$ cat src/rtl/coh_fetch_pkg.sv
package coh_fetch_pkg;

  typedef enum logic [1:0] {
    ST_IDLE = 2'd0,
    ST_ADDR = 2'd1,
    ST_DATA = 2'd2,
    ST_OUT  = 2'd3
  } fetch_st_t;

  localparam logic [1:0] BURST_INCR   = 2'b01;
  localparam logic [3:0] CACHE_WBRWA  = 4'hF;
  localparam logic [2:0] PROT_NONSEC  = 3'b010;
  localparam logic [1:0] SHARE_INNER  = 2'b01;
  localparam logic [1:0] RESP_OKAY    = 2'b00;

  // log2 of a power-of-two byte count, as a 3-bit size code
  function automatic logic [2:0] size_code(input int unsigned bytes);
    int unsigned v;
    logic [2:0]  c;
    v = bytes;
    c = 3'd0;
    for (int i = 0; i < 8; i++) begin
      if (v > 1) begin
        v = v >> 1;
        c = c + 3'd1;
      end
    end
    return c;
  endfunction

  // true when the low off_w bits of an address are all zero
  function automatic logic low_bits_clear(input logic [63:0] a, input int unsigned off_w);
    logic [63:0] mask;
    mask = (64'd1 << off_w) - 64'd1;
    return (a & mask) == 64'd0;
  endfunction

endpackage

$ cat src/rtl/clf_attr.sv
module clf_attr
  import coh_fetch_pkg::*;
#(
  parameter int unsigned BEATS  = 4,
  parameter int unsigned DATA_W = 128,
  parameter int unsigned ID_W   = 2,
  parameter int unsigned USER_W = 2
) (
  output logic [7:0]        ar_len,
  output logic [2:0]        ar_size,
  output logic [1:0]        ar_burst,
  output logic [3:0]        ar_cache,
  output logic [2:0]        ar_prot,
  output logic [USER_W-1:0] ar_user,
  output logic [ID_W-1:0]   ar_id,
  output logic              ar_lock,
  output logic [3:0]        ar_qos
);
  localparam int unsigned BEAT_BYTES = DATA_W / 8;

  assign ar_len   = 8'(BEATS - 1);
  assign ar_size  = size_code(BEAT_BYTES);
  assign ar_burst = BURST_INCR;
  assign ar_cache = CACHE_WBRWA;
  assign ar_prot  = PROT_NONSEC;
  assign ar_id    = '0;
  assign ar_lock  = 1'b0;
  assign ar_qos   = 4'd0;

  generate
    if (USER_W > 2) begin : g_user_wide
      assign ar_user = {{(USER_W-2){1'b0}}, SHARE_INNER};
    end else begin : g_user_narrow
      assign ar_user = SHARE_INNER[USER_W-1:0];
    end
  endgenerate
endmodule

$ cat src/rtl/clf_seq.sv
module clf_seq
  import coh_fetch_pkg::*;
#(
  parameter int unsigned ADDR_W     = 40,
  parameter int unsigned CNT_W      = 8,
  parameter int unsigned LINE_BYTES = 64,
  parameter int unsigned OFF_W      = 6
) (
  input  logic              clk,
  input  logic              rst_n,
  input  logic              cmd_valid,
  input  logic [ADDR_W-1:0] cmd_addr,
  input  logic [CNT_W-1:0]  cmd_lines,
  input  logic              ar_ready,
  input  logic              last_fire,
  input  logic              line_ready,
  output logic              cmd_ready,
  output logic              cmd_err,
  output logic              ar_valid,
  output logic              r_ready,
  output logic              line_valid,
  output logic [ADDR_W-1:0] ar_addr,
  output logic              cmd_fire,
  output logic              ar_fire,
  output logic              line_fire
);
  fetch_st_t         st_q;
  logic [ADDR_W-1:0] addr_q;
  logic [CNT_W-1:0]  left_q;
  logic              err_q;
  logic              aligned;

  assign cmd_ready  = (st_q == ST_IDLE);
  assign ar_valid   = (st_q == ST_ADDR);
  assign r_ready    = (st_q == ST_DATA);
  assign line_valid = (st_q == ST_OUT);
  assign ar_addr    = addr_q;
  assign cmd_err    = err_q;

  assign cmd_fire  = cmd_valid && cmd_ready;
  assign ar_fire   = ar_valid && ar_ready;
  assign line_fire = line_valid && line_ready;
  assign aligned   = low_bits_clear(64'(cmd_addr), OFF_W);

  always_ff @(posedge clk) begin
    if (!rst_n) begin
      st_q   <= ST_IDLE;
      addr_q <= '0;
      left_q <= '0;
      err_q  <= 1'b0;
    end else begin
      unique case (st_q)
        ST_IDLE: begin
          if (cmd_fire) begin
            err_q <= !aligned;
            if (aligned && cmd_lines != '0) begin
              addr_q <= cmd_addr;
              left_q <= cmd_lines;
              st_q   <= ST_ADDR;
            end
          end
        end
        ST_ADDR: if (ar_ready) st_q <= ST_DATA;
        ST_DATA: if (last_fire) st_q <= ST_OUT;
        ST_OUT: begin
          if (line_ready) begin
            if (left_q == CNT_W'(1)) begin
              st_q <= ST_IDLE;
            end else begin
              st_q   <= ST_ADDR;
              addr_q <= addr_q + ADDR_W'(LINE_BYTES);
            end
            left_q <= left_q - CNT_W'(1);
          end
        end
        default: st_q <= ST_IDLE;
      endcase
    end
  end
endmodule

$ cat src/rtl/clf_collect.sv
module clf_collect
  import coh_fetch_pkg::*;
#(
  parameter int unsigned DATA_W = 128,
  parameter int unsigned BEATS  = 4,
  parameter int unsigned IDX_W  = 2
) (
  input  logic                    clk,
  input  logic                    rst_n,
  input  logic                    start,
  input  logic                    beat_fire,
  input  logic [DATA_W-1:0]       r_data,
  input  logic [1:0]              r_resp,
  output logic [BEATS*DATA_W-1:0] line_data,
  output logic                    line_err
);
  logic [IDX_W-1:0] idx_q;
  logic             err_q;

  always_ff @(posedge clk) begin
    if (!rst_n) begin
      idx_q <= '0;
      err_q <= 1'b0;
    end else if (start) begin
      idx_q <= '0;
      err_q <= 1'b0;
    end else if (beat_fire) begin
      idx_q <= idx_q + IDX_W'(1);
      if (r_resp != RESP_OKAY) err_q <= 1'b1;
    end
  end

  assign line_err = err_q;

  generate
    for (genvar g = 0; g < BEATS; g++) begin : g_slot
      logic [DATA_W-1:0] slot_q;
      always_ff @(posedge clk) begin
        if (!rst_n) slot_q <= '0;
        else if (beat_fire && idx_q == IDX_W'(g)) slot_q <= r_data;
      end
      assign line_data[g*DATA_W +: DATA_W] = slot_q;
    end
  endgenerate
endmodule

$ cat src/rtl/coh_line_fetch.sv
module coh_line_fetch
  import coh_fetch_pkg::*;
#(
  parameter int unsigned ADDR_W = 40,
  parameter int unsigned DATA_W = 128,
  parameter int unsigned BEATS  = 4,
  parameter int unsigned CNT_W  = 8,
  parameter int unsigned ID_W   = 2,
  parameter int unsigned USER_W = 2
) (
  input  logic                    clk,
  input  logic                    rst_n,
  input  logic                    cmd_valid,
  output logic                    cmd_ready,
  input  logic [ADDR_W-1:0]       cmd_addr,
  input  logic [CNT_W-1:0]        cmd_lines,
  output logic                    cmd_err,
  output logic                    ar_valid,
  input  logic                    ar_ready,
  output logic [ADDR_W-1:0]       ar_addr,
  output logic [7:0]              ar_len,
  output logic [2:0]              ar_size,
  output logic [1:0]              ar_burst,
  output logic [3:0]              ar_cache,
  output logic [2:0]              ar_prot,
  output logic [USER_W-1:0]       ar_user,
  output logic [ID_W-1:0]         ar_id,
  output logic                    ar_lock,
  output logic [3:0]              ar_qos,
  input  logic                    r_valid,
  output logic                    r_ready,
  input  logic [DATA_W-1:0]       r_data,
  input  logic [1:0]              r_resp,
  input  logic                    r_last,
  output logic                    line_valid,
  input  logic                    line_ready,
  output logic [BEATS*DATA_W-1:0] line_data,
  output logic                    line_err
);
  localparam int unsigned LINE_BYTES = BEATS * DATA_W / 8;
  localparam int unsigned OFF_W      = $clog2(LINE_BYTES);
  localparam int unsigned IDX_W      = (BEATS > 1) ? $clog2(BEATS) : 1;

  // named events for the checker
  logic cmd_fire;
  logic ar_fire;
  logic beat_fire;
  logic last_fire;
  logic line_fire;

  assign beat_fire = r_valid && r_ready;
  assign last_fire = beat_fire && r_last;

  clf_seq #(
    .ADDR_W(ADDR_W), .CNT_W(CNT_W), .LINE_BYTES(LINE_BYTES), .OFF_W(OFF_W)
  ) u_seq (
    .clk(clk), .rst_n(rst_n),
    .cmd_valid(cmd_valid), .cmd_addr(cmd_addr), .cmd_lines(cmd_lines),
    .ar_ready(ar_ready), .last_fire(last_fire), .line_ready(line_ready),
    .cmd_ready(cmd_ready), .cmd_err(cmd_err), .ar_valid(ar_valid),
    .r_ready(r_ready), .line_valid(line_valid), .ar_addr(ar_addr),
    .cmd_fire(cmd_fire), .ar_fire(ar_fire), .line_fire(line_fire)
  );

  clf_collect #(
    .DATA_W(DATA_W), .BEATS(BEATS), .IDX_W(IDX_W)
  ) u_collect (
    .clk(clk), .rst_n(rst_n),
    .start(ar_fire), .beat_fire(beat_fire),
    .r_data(r_data), .r_resp(r_resp),
    .line_data(line_data), .line_err(line_err)
  );

  clf_attr #(
    .BEATS(BEATS), .DATA_W(DATA_W), .ID_W(ID_W), .USER_W(USER_W)
  ) u_attr (
    .ar_len(ar_len), .ar_size(ar_size), .ar_burst(ar_burst),
    .ar_cache(ar_cache), .ar_prot(ar_prot), .ar_user(ar_user),
    .ar_id(ar_id), .ar_lock(ar_lock), .ar_qos(ar_qos)
  );
endmodule

$ cat config.mk
export PLATFORM = sky130hd
export DESIGN_NAME = coh_line_fetch
export DESIGN_NICKNAME = d
export VERILOG_FILES = /design/src/rtl/coh_fetch_pkg.sv /design/src/rtl/clf_attr.sv /design/src/rtl/clf_seq.sv /design/src/rtl/clf_collect.sv /design/src/rtl/coh_line_fetch.sv
export SDC_FILE = /design/constraint.sdc
export NUM_CORES = 1
export LEC_CHECK = 0
export ABC_CLOCK_PERIOD_IN_PS = 7300
export BUFFER_PORTS_ARGS = -buffer_cell sky130_fd_sc_hd__buf_4
export CAP_MARGIN = 5
export CELL_PAD_IN_SITES_DETAIL_PLACEMENT = 0
export CELL_PAD_IN_SITES_GLOBAL_PLACEMENT = 2
export CORE_AREA = 2 2 303 305
export CTS_CLUSTER_DIAMETER = 50
export DETAILED_ROUTE_END_ITERATION = 16
export DIE_AREA = 0 0 305 307
export PLACE_DENSITY_LB_ADDON = 0.1
export SYNTH_ARGS = -nofsm -noshare
export SYNTH_HDL_FRONTEND = slang
export SYNTH_HIERARCHICAL = 1
export SYNTH_SLANG_ARGS = --single-unit
$ cat constraint.sdc
create_clock -name clk -period 7.3 [get_ports clk]
set_input_delay 2.19 -clock clk [delete_from_list [all_inputs] [get_ports clk]]
set_output_delay 2.19 -clock clk [all_outputs]
set_load 0.01 [all_outputs]
==> impl_results.md <==
* Routability cong. at 0.819
* Resized Gates After CTS at 0
* H-tree depth at 3
* GR met2 Demand/Resource at 0.315
* Unrepaired setup endpoints after global routing: false
* Max_slew headroom at 0.260
* Final period utilization at 0.599
* Routed Antenna Nets at 0
* Grt met3 use at 0.0669
* End of the worst register-to-register path: u_collect/g_slot[1].slot_q[60]
* Critical path type: primary input to register
* Crit path max fanout at 73
* Post-synthesis sequential area ratio at 0.502
* Hold buffer count at CTS at 0
* GRT overflow at 0
* Residual DRC at 0
* Crit path time final at about 4400 ps
* DIE WIDTH at 305 um
* DR vias/cell at about 4.4
* Yosys warnings at 6
* Largest family of logic cells by synthesized area: multiplexers
* Multiplexer area fraction after synthesis at 0.229
* Fin nets at 3185
* Reg2Reg Setup Slack at 3820 ps
* Fmax at ~230 MHz
* MaxCap Viol Count at 0
* Cts bufs inserted at 88
* Ports at about 770
* Setup Viol. Count Final at 0
* Std cell rows at around 110
* Lkg Pwr at 0.0166 uW
* Endpoint class of the critical path: register
* Initial antenna violation count at 2
* Flops & latches, synth at 566
* Input/output buffers at 742
* Share of cells above drive strength 1 at 0.310
* GRT busiest layer: met2
* Status: completed
* PD cells at 261 nW/um^2
* Most frequent cells in the layout: 758 x buf_4, 691 x nand2_1, 566 x dfxtp_1, 517 x mux2i_1, 90 x clkbuf_16
* Worst-margin pin slew at 1100 ps
* Final Instance Area at approximately 32000 sq um
* CP Launch Type: primary input
* Filler cells at 9386
* Total wire length at 88.8 mm
* Synth unique cells at 63
* Commonest non-fill, non-tap cell in the layout: buf_4
* Clk slew on worst S/H paths at roughly 50 ps
* Hold crit path type: register to register
* Bufs on Longest Clock Path at 3
* Clock sinks at 566
* Worst r2r src: u_seq/st_q[0]
* Final HPWL DP at 63.8 mm
* Final hold vios at 0
* Most used DFF post-synth: dfxtp_1
* Total GRT Usage at 0.182
* Xor and xnor area share after synthesis at 0.000388
* M1 GR Usage at 0.206
* Vias at 18600
* CP arrival at 4840 ps
* Synthesized instance count at 2294
* Clock root cell: clkbuf_16
* Core Region at 90700 sq um
* Layout Skew at about 23 ps
* EDFF count, synth at 0
* Vias in the first global route at 18900
* TNS Setup at 0 ps
* Die Y at 307 um
* Worst-Skew Late Latency at 630 ps
* Area growth, synth to finish at 40.4%
* Syn Area/Cell at 9.84 sq um
* VDD IR max at 0.155 mV
* TritonCTS clock tree: yes
* Min-Delay Endpoint: u_collect/line_err
* DRT Pass-1 Iters at 5
* Final Max Tran Viols at 0
* First-pass GRT wire length at 129 mm
* Worst hold path stage count at 2
* Drt wl/cell at around 21 um
* Power consumption at a little over 8000 uW
* Synth Area in Compound Gates at 0.0460
* Synth Area in Simple Gates at 0.153
* Pin count of the biggest net entering global routing at 111
* Post-CTS setup buffers at 0
* Die area at ~94000 sq um
* DRT iter0 DRCs at 785
* CP Data Required Time at 7760 ps
* Reg2Reg Depth at 6
* Post-synthesis adder-cell area fraction at 0.00665
* Synth Cell Area at 22600 sq um
* Ys async rst share at 0
* Initial Util at 0.249
* Hold Startpoint: u_collect/line_err
* Area after DPL at between 20000 and 30000 sq um
## worst max path at each step
stage,from,endpoint,slack [ps],cells past startpoint
floorplan,cmd_addr[5],u_seq/ar_addr[39],3420,6
global placement,r_valid,u_collect/g_slot[1].slot_q[48],2350,5
detailed placement,r_valid,u_collect/g_slot[1].slot_q[48],2310,5
CTS,r_valid,u_collect/g_slot[1].slot_q[63],3010,5
global route,r_valid,u_collect/g_slot[1].slot_q[60],2900,5
finish,r_valid,u_collect/g_slot[1].slot_q[60],2930,5
## registers in the layout, indices dropped and copies added (netlist names)
name / cells
u_collect/idx_q: 2
u_collect/g_slot.slot_q: 512
u_seq/left_q: 8
u_seq/ar_addr: 40
u_seq/st_q: 2
u_collect/line_err: 1
u_seq/cmd_err: 1
## cell type report
| class | instances | area (sq um) | area share |
|---|---|---|---|
| Sequential cell | 566 | 11300 | 0.357 |
| Multi-Input combinational cell | 1549 | 9990 | 0.315 |
| Timing Repair Buffer | 764 | 5810 | 0.183 |
| Clock buffer | 103 | 2380 | 0.0751 |
| Tap cell | 1186 | 1480 | 0.0468 |
| Clock inverter | 62 | 636 | 0.0200 |
| Inverter | 19 | 71.3 | 0.00225 |
| Antenna cell | 2 | 5.00 | 0.000158 |
## Yosys cell counts (16+ instances only)
| master | instances | area (sq um) |
|---|---|---|
| dfxtp_1 | 566 | 11300 |
| nand4_1 | 18 | 113 |
| a21oi_1 | 34 | 170 |
| mux2i_1 | 517 | 5170 |
| a21boi_0 | 23 | 173 |
| nand2_1 | 691 | 2590 |
| nor2_1 | 26 | 97.6 |
| o21ai_0 | 36 | 180 |
| inv_1 | 18 | 67.6 |
| clkbuf_1 | 25 | 93.8 |
| buf_4 | 37 | 278 |
| buf_6 | 56 | 631 |
| nand3_1 | 16 | 80.1 |
| buf_2 | 68 | 340 |
## power breakdown
part | internal, uW | switching (uW)
registers | 3180 | 117
logic | 309 | 435
clock network | 2590 | 1660
total | 6080 | 2210
## worst max-delay path, cell delays in order
cell	delay (ps)
buf_4	80
and2_1	720
nand2_8	630
buf_4	670
mux2i_1	210
## per-layer routing
metal / vias up / share of wire
li1: 9093 / -
met1: 8878 / 0.40
met2: 567 / 0.49
met3: 96 / 0.081
met4: 2 / 0.025
met5: - / 0.00015
## cell families (layout without fill, tap and decap cells)
logic type               Yosys count  after routing
other                              2             31
XOR/XNOR                           1              1
AND/OR/NAND/NOR                  835            835
flip-flops                       566            566
AO/OA/AOI/OAI                    155            155
buffers and inverters            206            948
adder cells (fa/ha/maj)           12             12
multiplexers                     517            517
## through the flow
stage          cells  hold slack [ps]  utilization  setup WS (ps)
2_1_floorplan   2321              467            -           3420
4_1_cts         4249              450        0.350           3010
5_1_grt         4250              472        0.350           2900
3_5_place_dp    4084              441        0.316           2310
3_3_place_gp    4084              436        0.316           2350
6_report        4251              452        0.350           2930
No activity file was read; power rests on OpenSTA's default activity.
